[src/rtl/exc_trk_pkg.sv]
package exc_trk_pkg;
  localparam int NSTG = 5;
  localparam int NFLT = NSTG - 1;
  localparam int CW   = 3;

  typedef enum logic [CW-1:0] {
    C_NONE   = 3'd0,
    C_IFETCH = 3'd1,
    C_OPCODE = 3'd2,
    C_ARITH  = 3'd3,
    C_DADDR  = 3'd4,
    C_MEMERR = 3'd5,
    C_IRQ    = 3'd6
  } cause_e;

  typedef enum logic {ST_RUN, ST_DRAIN} irq_st_e;
endpackage

[src/rtl/exc_trk_slot.sv]
module exc_trk_slot
  import exc_trk_pkg::*;
#(
  parameter int AW = 32
) (
  input  logic          clk,
  input  logic          rst,
  input  logic          clr,
  input  logic          in_vld,
  input  logic          in_exc,
  input  cause_e        in_cause,
  input  logic [AW-1:0] in_pc,
  input  logic          flt,
  input  cause_e        flt_cause,
  output logic          out_vld,
  output logic          out_exc,
  output cause_e        out_cause,
  output logic [AW-1:0] out_pc
);
  // a cause already carried is never replaced by a later-stage fault
  always_ff @(posedge clk) begin
    if (rst || clr) begin
      out_vld   <= 1'b0;
      out_exc   <= 1'b0;
      out_cause <= C_NONE;
      out_pc    <= '0;
    end else begin
      out_vld <= in_vld;
      out_pc  <= in_pc;
      if (in_vld && in_exc) begin
        out_exc   <= 1'b1;
        out_cause <= in_cause;
      end else if (in_vld && flt) begin
        out_exc   <= 1'b1;
        out_cause <= flt_cause;
      end else begin
        out_exc   <= 1'b0;
        out_cause <= C_NONE;
      end
    end
  end
endmodule

[src/rtl/exc_trk_irq.sv]
module exc_trk_irq
  import exc_trk_pkg::*;
#(
  parameter int AW = 32
) (
  input  logic          clk,
  input  logic          rst,
  input  logic          irq_req,
  input  logic          trap,
  input  logic          busy,
  input  logic          br_take,
  input  logic [AW-1:0] br_target,
  input  logic [AW-1:0] fetch_pc,
  output logic          hold,
  output logic          take,
  output logic [AW-1:0] resume_pc
);
  irq_st_e st;

  assign hold = (st == ST_DRAIN) || irq_req;
  assign take = (st == ST_DRAIN) && !busy;

  always_ff @(posedge clk) begin
    if (rst) begin
      st        <= ST_RUN;
      resume_pc <= '0;
    end else begin
      case (st)
        ST_RUN: begin
          if (irq_req && !trap) begin
            st        <= ST_DRAIN;
            resume_pc <= br_take ? br_target : fetch_pc;
          end
        end
        ST_DRAIN: begin
          if (trap || take) st <= ST_RUN;
          else if (br_take) resume_pc <= br_target;
        end
        default: st <= ST_RUN;
      endcase
    end
  end
endmodule

[src/rtl/exc_trk_commit.sv]
module exc_trk_commit
  import exc_trk_pkg::*;
#(
  parameter int          AW         = 32,
  parameter logic [AW-1:0] HANDLER_PC = 32'h0000_0180
) (
  input  logic          clk,
  input  logic          rst,
  input  logic          trap,
  input  cause_e        trap_cause,
  input  logic [AW-1:0] trap_pc,
  input  logic          take,
  input  logic [AW-1:0] resume_pc,
  input  logic          br_take,
  input  logic [AW-1:0] br_target,
  output logic          redir_vld,
  output logic [AW-1:0] redir_pc,
  output logic [CW-1:0] cause_q,
  output logic [AW-1:0] epc_q
);
  assign redir_vld = trap || take || br_take;
  assign redir_pc  = (trap || take) ? HANDLER_PC : br_target;

  always_ff @(posedge clk) begin
    if (rst) begin
      cause_q <= C_NONE;
      epc_q   <= '0;
    end else if (trap) begin
      cause_q <= trap_cause;
      epc_q   <= trap_pc;
    end else if (take) begin
      cause_q <= C_IRQ;
      epc_q   <= resume_pc;
    end
  end
endmodule

[src/rtl/precise_exc_tracker.sv]
module precise_exc_tracker
  import exc_trk_pkg::*;
#(
  parameter int            AW         = 32,
  parameter logic [AW-1:0] HANDLER_PC = 32'h0000_0180
) (
  input  logic            clk,
  input  logic            rst,
  input  logic            fetch_vld_i,
  input  logic [AW-1:0]   fetch_pc_i,
  input  logic            fetch_bad_i,
  input  logic            dec_illegal_i,
  input  logic            exe_ovf_i,
  input  logic            mem_bad_i,
  input  logic            mem_err_i,
  input  logic            irq_req_i,
  input  logic            br_take_i,
  input  logic [AW-1:0]   br_target_i,
  output logic            fetch_hold_o,
  output logic [NSTG-1:0] wr_block_o,
  output logic            flush_o,
  output logic            redir_vld_o,
  output logic [AW-1:0]   redir_pc_o,
  output logic [CW-1:0]   cause_o,
  output logic [AW-1:0]   epc_o
);
  localparam int LAST = NSTG - 1;

  logic          hold, trap, busy, irq_take;
  logic [AW-1:0] resume_pc;
  logic          f_vld;

  logic          s_vld   [1:LAST];
  logic          s_exc   [1:LAST];
  cause_e        s_cause [1:LAST];
  logic [AW-1:0] s_pc    [1:LAST];

  logic          flt       [0:NFLT-1];
  cause_e        flt_cause [0:NFLT-1];
  logic [NSTG-1:0] blk;

  // fault reported by each detecting stage for the instruction it holds
  always_comb begin
    flt[0]       = fetch_bad_i;
    flt_cause[0] = C_IFETCH;
    flt[1]       = dec_illegal_i;
    flt_cause[1] = C_OPCODE;
    flt[2]       = exe_ovf_i;
    flt_cause[2] = C_ARITH;
    flt[3]       = mem_bad_i || mem_err_i;
    flt_cause[3] = mem_bad_i ? C_DADDR : C_MEMERR;
  end

  assign f_vld = fetch_vld_i && !hold && !trap;
  assign trap  = s_vld[LAST] && s_exc[LAST];

  always_comb begin
    busy = 1'b0;
    for (int k = 1; k <= LAST; k++) busy = busy || s_vld[k];
  end

  for (genvar k = 1; k <= LAST; k++) begin : g_slot
    if (k == 1) begin : g_first
      exc_trk_slot #(.AW(AW)) u_slot (
        .clk(clk), .rst(rst), .clr(trap),
        .in_vld(f_vld), .in_exc(1'b0), .in_cause(C_NONE), .in_pc(fetch_pc_i),
        .flt(flt[0]), .flt_cause(flt_cause[0]),
        .out_vld(s_vld[k]), .out_exc(s_exc[k]), .out_cause(s_cause[k]), .out_pc(s_pc[k])
      );
    end else begin : g_next
      exc_trk_slot #(.AW(AW)) u_slot (
        .clk(clk), .rst(rst), .clr(trap),
        .in_vld(s_vld[k-1]), .in_exc(s_exc[k-1]), .in_cause(s_cause[k-1]), .in_pc(s_pc[k-1]),
        .flt(flt[k-1]), .flt_cause(flt_cause[k-1]),
        .out_vld(s_vld[k]), .out_exc(s_exc[k]), .out_cause(s_cause[k]), .out_pc(s_pc[k])
      );
    end
  end

  // write block propagates from older (higher) stages to younger ones
  assign blk[LAST] = trap;
  for (genvar k = 0; k < LAST; k++) begin : g_blk
    if (k == 0) begin : g_f
      assign blk[k] = blk[k+1] || (f_vld && flt[k]);
    end else begin : g_s
      assign blk[k] = blk[k+1] || (s_vld[k] && (s_exc[k] || flt[k]));
    end
  end

  exc_trk_irq #(.AW(AW)) u_irq (
    .clk(clk), .rst(rst), .irq_req(irq_req_i), .trap(trap), .busy(busy),
    .br_take(br_take_i), .br_target(br_target_i), .fetch_pc(fetch_pc_i),
    .hold(hold), .take(irq_take), .resume_pc(resume_pc)
  );

  exc_trk_commit #(.AW(AW), .HANDLER_PC(HANDLER_PC)) u_commit (
    .clk(clk), .rst(rst), .trap(trap), .trap_cause(s_cause[LAST]), .trap_pc(s_pc[LAST]),
    .take(irq_take), .resume_pc(resume_pc), .br_take(br_take_i), .br_target(br_target_i),
    .redir_vld(redir_vld_o), .redir_pc(redir_pc_o), .cause_q(cause_o), .epc_q(epc_o)
  );

  assign fetch_hold_o = hold;
  assign wr_block_o   = blk;
  assign flush_o      = trap;
endmodule

[config.mk]
export PLATFORM = sky130hd
export DESIGN_NAME = precise_exc_tracker
export DESIGN_NICKNAME = d
export VERILOG_FILES = /design/src/rtl/exc_trk_pkg.sv /design/src/rtl/exc_trk_slot.sv /design/src/rtl/exc_trk_irq.sv /design/src/rtl/exc_trk_commit.sv /design/src/rtl/precise_exc_tracker.sv
export SDC_FILE = /design/constraint.sdc
export NUM_CORES = 1
export LEC_CHECK = 0
export ABC_CLOCK_PERIOD_IN_PS = 2100
export BUFFER_PORTS_ARGS = -buffer_cell sky130_fd_sc_hd__buf_4
export CAP_MARGIN = 0
export CORE_ASPECT_RATIO = 0.5
export CORE_MARGIN = 10
export CORE_UTILIZATION = 35
export CTS_BUF_LIST = sky130_fd_sc_hd__clkbuf_8
export CTS_CLUSTER_SIZE = 24
export DETAILED_ROUTE_END_ITERATION = 10
export GPL_TIMING_DRIVEN = 0
export SLEW_MARGIN = 20
export SYNTH_ARGS = -nofsm -noshare
export SYNTH_HDL_FRONTEND = slang
export SYNTH_SLANG_ARGS = --single-unit
[constraint.sdc]
create_clock -name clk -period 2.1 [get_ports clk]
set_input_delay 0.42 -clock clk [delete_from_list [all_inputs] [get_ports clk]]
set_output_delay 0.42 -clock clk [all_outputs]
set_load 0.02 [all_outputs]
---- Yosys cells after proc, flatten, opt, wreduce, memory -nomap -nowiden ----
Cells that the tools add are included.
storage, ports and cells
  register bits after elaboration ......... 216
  output and inout port bits .............. 75
cells by class
  equal/unequal tests ..................... 3
  multiplexer cells ....................... 28
  bitwise gates (word level) .............. 1
  reduce and logical (&&, ||, !) cells .... 35
operator list
  operator              number
  $mux W32              7
  $pmux W32 S2          1
  $mux W3               6
  $logic_and A1 B1 Y1   15
  $logic_or A1 B1 Y1    15
  $mux W1               11
  $mux W2               2
  $ne A2 B2 Y1 const B  2
  $logic_not A1 Y1      3
  $reduce_and A3 Y1     1
  $ne A2 B1 Y1 const B  1
  $pmux W1 S2           1
  $reduce_bool A2 Y1    1
  $not A1 Y1            1

---- Depth between registers and ports, before layout ----
Gate-level depths: netlist of the first run.
  depth after elaboration ................. 8
  depth in mapped cells ................... 6
  depth with buffers taken out ............ 4

---- By module ----
Synthesis of the first run repeated with hierarchy kept, for this count alone.
second synthesis, totals
  cells, all modules ...................... 748
  area total of the unflattened synthesis .. 7983.9 µm²
modules (own cells, without submodules)
  module               times used  cells each  area each (µm²)
  exc_trk_slot         4           86          1044.8
  exc_trk_commit       1           193         1921.8
  exc_trk_irq          1           193         1765.4
  precise_exc_tracker  1           18          117.6

---- Worst setup path before layout of the first run ----
OpenSTA, ideal clock, no wires.
  path kind ............................... register -> output
  from .................................... reg g_slot[3].g_next.u_slot.out_vld
  to ...................................... out redir_pc_o[0]
  data arrival time ....................... 1.629 ns
  required time ........................... 1.680 ns
  path slack .............................. 0.051 ns
  cell stages (with the launch flop) ...... 7
  path buffers ............................ 3
  cell sequence ........................... dfxtp_1 > or4_1 > buf_2 > o21a_4 > buf_6 > buf_6 > and2_1
between the ends
  word-level cells in the longest chain between the ends .. 6
ends and longest elaborated chain
  what                              RTL line                   source
  start, declared                   exc_trk_slot.sv:15         output logic out_vld,
  start signal, assigned            exc_trk_slot.sv:28         out_vld <= in_vld;
  $logic_or A1 B1 Y1 (2 in series)  precise_exc_tracker.sv:59  for (int k = 1; k <= LAST; k++) busy = busy || s_vld[k];
  $logic_not A1 Y1                  exc_trk_irq.sv:21          assign take = (st == ST_DRAIN) && !busy;
  $logic_and A1 B1 Y1               exc_trk_irq.sv:21
  $logic_or A1 B1 Y1                exc_trk_commit.sv:22       assign redir_pc = (trap || take) ? HANDLER_PC : br_target;
  $mux W32                          exc_trk_commit.sv:22
  end, declared                     precise_exc_tracker.sv:23  output logic [AW-1:0] redir_pc_o,
No other way between the ends.

---- Worst setup path after layout of the first run ----
  from .................................... reg g_slot[3].g_next.u_slot.out_vld
  to ...................................... out redir_pc_o[31]
Same word-level chain as after synthesis.

==> results of run 1 <==
-- cell families after synthesis --
family / Yosys count / share of synthesized area
DFF: 211 / 0.541
AOI/OAI and AO/OA: 142 / 0.120
and+or+nand+nor: 254 / 0.210
muxes: 65 / 0.0887
buffers and inverters: 75 / 0.0404
-- critical path, delay by kind of cell (launching register included) --
family | cells | cell delay [ns]
buffers and inverters | 3 | 0.38
flip-flops | 1 | 0.32
AND/OR/NAND/NOR | 2 | 0.70
AO/OA/AOI/OAI | 1 | 0.26
-- repair_timing --
action,in CTS,in global routing
setup endpoints to repair,100,83
gates cloned,0,1
pin swaps,6,3
buffers inserted,11,12
gates resized for setup,53,32
-- flip-flops by register name (all words and copies together), names as in the netlist, 3 cells and up --
register	flops
g_slot.g_next.u_slot.out_pc	96
u_commit.epc_q	32
u_commit.cause_q	3
g_slot.g_next.u_slot.out_cause	7
g_slot.g_next.u_slot.out_vld	3
u_irq.resume_pc	32
g_slot.g_next.u_slot.out_exc	3
g_slot.g_first.u_slot.out_pc	32
-- power by group through the flow --
stage,Sequential (uW),Combinational (uW),Clock [uW]
floorplan,4330,580,0
global placement,4320,1040,0
detailed placement,4320,1060,0
CTS,4230,1120,3560
global route,4250,1250,3740
finish,4230,1170,3500
-- through the flow --
stage	worst slack [ns]	TNS, ns	utilization
floorplan	0.0512	0	-
global placement	-0.514	-44.41	0.426
detailed placement	-0.500	-44.41	0.426
CTS	-0.620	-19.92	0.469
global route	-0.581	-19.16	0.478
finish	-0.522	-16.33	0.478
-- layout make-up --
class | instances | area share
Tap cell | 300 | 0.0360
Timing Repair Buffer | 170 | 0.130
Sequential cell | 211 | 0.406
Clock buffer | 44 | 0.0581
Buffer | 66 | 0.0378
Clock inverter | 11 | 0.00685
Inverter | 8 | 0.00312
Multi-Input combinational cell | 461 | 0.322
-- worst max path at each step --
stage	start	endpoint	slack, ns	depth (start not counted)
finish	g_slot[3].g_next.u_slot.out_vld	redir_pc_o[31]	-0.52	6
global route	g_slot[3].g_next.u_slot.out_vld	redir_pc_o[0]	-0.58	6
CTS	g_slot[2].g_next.u_slot.out_vld	redir_pc_o[30]	-0.62	6
detailed placement	rst	g_slot[4].g_next.u_slot.out_pc[12]	-0.50	5
global placement	rst	g_slot[1].g_first.u_slot.out_pc[12]	-0.51	5
floorplan	g_slot[3].g_next.u_slot.out_vld	redir_pc_o[0]	0.05	6
-- layer usage --
metal	track usage	routed length (um)
met1	0.197	10700
met2	0.265	11500
met3	0.0248	1070
met4	0.0408	503
met5	0	0
-- layout by cell type, fill, tap and decap left out, types with 9 or more instances in the layout --
master,Yosys,layout
dfxtp_1,211,208
buf_4,4,159
and2_1,159,157
clkbuf_8,0,46
clkbuf_1,51,38
a21oi_1,38,38
o21ai_0,35,34
nor2b_1,33,33
mux2_2,33,33
mux2i_1,32,32
o2111ai_1,32,32
o31ai_1,33,32
or3b_2,32,32
inv_1,5,12
buf_6,2,10
clkbuf_2,0,9
==> flow_metrics.tcl, run 1 <==
set metrics [dict create \
    period_share 1.25 \
    gp_congestion 0.848 \
    fin_crit_ns 2.62 \
    intPower_uw 6680 \
    wire_per_inst_um 18.8 \
    antenna_found_initial 0 \
    avgViaCountPerCell 4.81 \
    synthArstFlopShare 0 \
    worst_r2r_endpoint "u_commit.epc_q[26]" \
    hpwl_um 17000 \
    place_area_um2 9280 \
    reg2reg_depth 8 \
    r2r-start "g_slot[4].g_next.u_slot.out_vld" \
    clkSinkCount 211 \
    yosysMostFrequentCell "dfxtp_1" \
    multi_input_area_um2 3350 \
    critPathMostFrequentCell "buf_8" \
    synth_top_area_frac 0.541 \
    cpMaxStageDelayCell "or4_4" \
    final-seq-area_um2 4230 \
    start_util 0.358 \
    cp-end-kind "primary output" \
    grt_setup_unrepaired "true" \
    maxCapViolations 0 \
    synthTopCellsByArea "dfxtp_1, and2_1, mux2_2, mux2i_1, o2111ai_1" \
    synth_seq_cells 211 \
    cp.required_ns 1.68 \
    cpPeakStageDelay_ns 0.57 \
    clk_latency_ns 0.56 \
    dr.pass1.iters 4 \
    power_frac_clock 0.394 \
    syn_area_per_cell_um2 10.4 \
    die_h_um 126 \
    hp-start "fetch_pc_i[13]" \
    antennaDiodeCount 0 \
    cts.path.max_buffers 3 \
    finalMaxSlewViolations 0 \
    violations "negative setup slack" \
    synth_top_area_cell "dfxtp_1" \
    p_leak_uw 0.00431 \
    cts-htree-levels 1 \
    grt_pass1_wl_um 35300 \
    port_buffers 146 \
    grt_usage 0.154 \
    die_area_um2 29000 \
    reg2reg_slack_ns 0.01 \
    worstPathArrival_ns 2.20 \
    clock-skew-final_ns 0.0137 \
    synth_edf_count 0 \
    yosysUniqueCellTypes 32 \
    p_per_area_nw_per_um2 855 \
    power_uw 8900 \
    root_buffer "clkbuf_8" \
    switching_power_uw 2230 \
    synth_common_cells "dfxtp_1, and2_1, clkbuf_1" \
    stdcell_count 1271 \
    synth_nets 821 \
    ant_nets 0 \
    postCtsHoldBufs 0 \
    netlist_area_um2 7800 \
    max-slew-margin-rel 0.384 \
    grt_pass1_vias 6076 \
    grt-ovfl-total 0 \
    grt_max_degree 15 \
    area_growth_pct 33.5 \
    holdPathEnd "g_slot[1].g_first.u_slot.out_pc[13]" \
    coreArea_um2 21800 \
    nFillCells 2057 \
    timing.final.ws_setup_ns -0.522 \
    setup.worst_path.start_class "flip-flop" \
    sequentialPowerShare 0.475 \
    max_slew.worst_pin.slew_ns 0.924 \
    status "finished, violations left" \
    crit_type "reg2out" \
    synth_seq_area_share 0.541 \
    finalInstanceArea_um2 10400 \
    hold_path.class "in2reg" \
    ys_warn_count 0 \
    ios 149 \
    synth_ff_type "dfxtp_1" \
    fin_hold_ws_ns 0.0749 \
    worstPathCellList "or4_4 -> o21a_4 -> buf_8 -> buf_8 -> and2_4 -> buf_6" \
    crit_fanout 6 \
    whs_path_depth 2 \
    clk_pin_slew_ns 0.07 \
    peakVddDrop_mv 0.310 \
    tritoncts "built" \
    vias 6114 \
    drc 0 \
    p_sw_frac 0.250 \
    final_nets 1022 \
    pwr-share-comb 0.131 \
    hold_viol_final 0 \
    syn-instance-count 747 \
    die-width_um 231 \
    drive_gt1_frac 0.335 \
    drt-initial-drc-count 381 \
    drt_wl_total_um 23900 \
    setup_violations 35 \
    cts_buffers 30 \
    rows 38 \
    fmax_mhz 381 \
    dp_cells 1193 \
]
(Power assumes the default switching activity.)
==> run 2: changes to the inputs <==
- ABC_AREA: unset -> 1
- BUFFER_PORTS_ARGS: -buffer_cell sky130_fd_sc_hd__buf_4 -> unset
- DONT_BUFFER_PORTS: unset -> 1
==> run 2 against run 1 <==
The run now ends clean. Total power shrank 1.5%. Sequential power grew 4%. Clock-buffer cell count shrank 3. Fmax grew 27%. Non-clock buffer count shrank 170. First-iteration DRC count shrank 9.2%. Clock skew shrank 0.0022 ns. Area after synthesis shrank 2.3%. Flip-flop and latch count is the same. Worst setup slack gained 0.56 ns. Clock power shrank 5.7%. Critical path type unchanged.
==> flow_metrics.tcl, run 2 <==
set metrics [dict create \
    syn-instance-count 1038 \
    root_buffer "clkbuf_8" \
    syn_area_per_cell_um2 7.35 \
    grt_setup_unrepaired "true" \
    synth_compound_area_frac 0.0689 \
    grt-ovfl-total 0 \
    period_share 0.981 \
    crit_buf_inv 2 \
    p_sw_frac 0.274 \
    peakVddDrop_mv 0.307 \
    muxShareOfSynthArea 0 \
    hp-start "fetch_pc_i[15]" \
    clock-skew-final_ns 0.0116 \
    max_slew.worst_pin.slew_ns 0.624 \
    power_frac_clock 0.376 \
    fin_crit_ns 2.06 \
    grt_pass1_wl_um 31400 \
    p_per_area_nw_per_um2 956 \
    yosysUniqueCellTypes 24 \
    final_cell_mix "nor2_1, inv_1, dfxtp_1" \
    rows 38 \
    coreArea_um2 21500 \
    switching_power_uw 2400 \
    tns_ns 0 \
    grt_pass1_vias 5718 \
    worstPathCellList "nor2_4 -> nand3_2 -> nand2_4 -> buf_12 -> buf_16 -> nor2_4" \
    die_area_um2 28400 \
    synth_seq_area_share 0.554 \
    crit_fanout 10 \
    synthXorXnorAreaFrac 0 \
    wire_per_inst_um 14.3 \
    drt_wl_total_um 20100 \
    drc 0 \
    crit_start "g_slot[2].g_next.u_slot.out_vld" \
    whs_path_depth 2 \
    setup_violations 0 \
    antenna_found_initial 0 \
    maxCapViolations 0 \
    critPathMostFrequentCell "nor2_4" \
    mostFrequentLayoutCell "nor2_1" \
    path_depth 6 \
    drive_gt1_frac 0.132 \
    clkSinkCount 211 \
    cp.required_ns 1.68 \
    cp_top_family "simple AND/OR/NAND/NOR gates" \
    synth_edf_count 0 \
    synth_ff_type "dfxtp_1" \
    synthSimpleGateAreaFrac 0.235 \
    pwr-share-comb 0.122 \
    cts_buffers 34 \
    die-width_um 229 \
    hold_path.class "in2reg" \
    dr.pass1.iters 5 \
    antennaDiodeCount 0 \
    cts-htree-levels 2 \
    fmax_mhz 485 \
    worstPathArrival_ns 1.64 \
    final_util 0.426 \
    netlist_area_um2 7620 \
    final_nets 1162 \
    cp-end-kind "primary output" \
    port_buffers 0 \
    die_h_um 124 \
    top_register "g_slot.g_next.u_slot.out_pc" \
    synthTopCellsByArea "dfxtp_1, nor2_1, inv_1, nand2_1, o21ai_0" \
    finalMaxSlewViolations 0 \
    cpMaxStageDelayCell "dfxtp_4" \
    intPower_uw 6360 \
    synth_fa_ha_area_frac 0 \
    vias 6029 \
    sequentialPowerShare 0.502 \
    fin_hold_ws_ns 0.0218 \
    synth_top_area_frac 0.554 \
    ios 149 \
    synth_top_family_by_area "simple AND/OR/NAND/NOR gates" \
    cts.path.max_buffers 3 \
    reg2reg_slack_ns 0.20 \
    hold_viol_final 0 \
    area_growth_pct 20.3 \
    ys_warn_count 0 \
    start_util 0.354 \
    max-slew-margin-rel 0.583 \
    avgViaCountPerCell 4.28 \
    clk_latency_ns 0.50 \
    grt_usage 0.136 \
    p_leak_uw 0.00425 \
    tritoncts "built" \
    setup.worst_path.start_class "flip-flop" \
    crit_type "reg2out" \
    r2r-start "u_irq.st" \
    largest_register_ff_count 96 \
    synth_common_cells "nor2_1, dfxtp_1, inv_1" \
    hpwl_um 14100 \
    gp_congestion 0.853 \
    synthArstFlopShare 0 \
    synth_seq_cells 211 \
    synth_nets 1112 \
    clk_pin_slew_ns 0.07 \
    synth_top_area_cell "dfxtp_1" \
    timing.final.ws_setup_ns 0.0391 \
    yosysMostFrequentCell "nor2_1" \
    status "finished, final reports clean" \
    pre_cts_ws_ns 0.210 \
    cpPeakStageDelay_ns 0.35 \
    grt_max_degree 12 \
    drt-initial-drc-count 346 \
    ant_nets 0 \
    reg2reg_depth 6 \
]
-- run 2: metrics by stage --
step           cell area, um^2  total power, uW  cells
6_report                  9170             8770   1410
5_1_grt                   9170             9200   1410
3_5_place_dp              8000             5390   1338
2_1_floorplan             7620             5140   1038
4_1_cts                   9070             8830   1406
3_3_place_gp              8000             5370   1338
-- run 2: cell type report --
type / instances / area [um^2]
multi-input combinational: 568 / 2580
timing repair buffer: 15 / 188
sequential: 211 / 4240
clock inverter: 17 / 72.6
fill: 2181 / 12400
buffer: 51 / 374
inverter: 207 / 779
tap: 300 / 375
clock buffer: 41 / 564
-- run 2: routing by layer --
metal  part of all wire  wire, um  track usage
met4              0.029       576       0.0475
met1               0.43      8550        0.159
met2               0.50      9960        0.243
met5                  0         0            0
met3              0.050      1010       0.0286
-- run 2: path summary, 6_finish.rpt --
check	endpoint
hold / removal	g_slot[1].g_first.u_slot.out_pc[15]
hold reg to reg	g_slot[4].g_next.u_slot.out_pc[15]
setup / recovery	redir_pc_o[2]
setup reg to reg	u_irq.resume_pc[22]
-- run 2: power by group through the flow --
stage | Sequential (uW) | Clock (uW) | Combinational (uW)
after floorplan | 4450 | 0 | 691
after global placement | 4490 | 0 | 882
after detailed placement | 4500 | 0 | 895
after CTS | 4410 | 3390 | 1040
after global routing | 4420 | 3570 | 1210
final | 4400 | 3300 | 1070
-- run 2: timing repair --
item                                    4_1_cts  5_1_grt
endpoints found under the setup margin       38       15
hold buffers                                  3        0
pin swaps                                     3        3
setup buffers                                 6        3
hold endpoints to repair                      5        0
resized for setup                            95       11
cloned                                        1        2
-- run 2: worst reg2reg max path: stages (launching register included) --
cell      delay, ns
dfxtp_4        0.34
buf_4          0.14
nor2_2         0.48
clkbuf_1       0.46
o21ai_0        0.19
nor2_1         0.13
nor2_1         0.05
-- run 2: kinds of logic after synthesis --
logic type / count (synthesis)
AO/OA/AOI/OAI: 105
AND/OR/NAND/NOR: 463
flip-flops: 211
buffers and inverters: 259
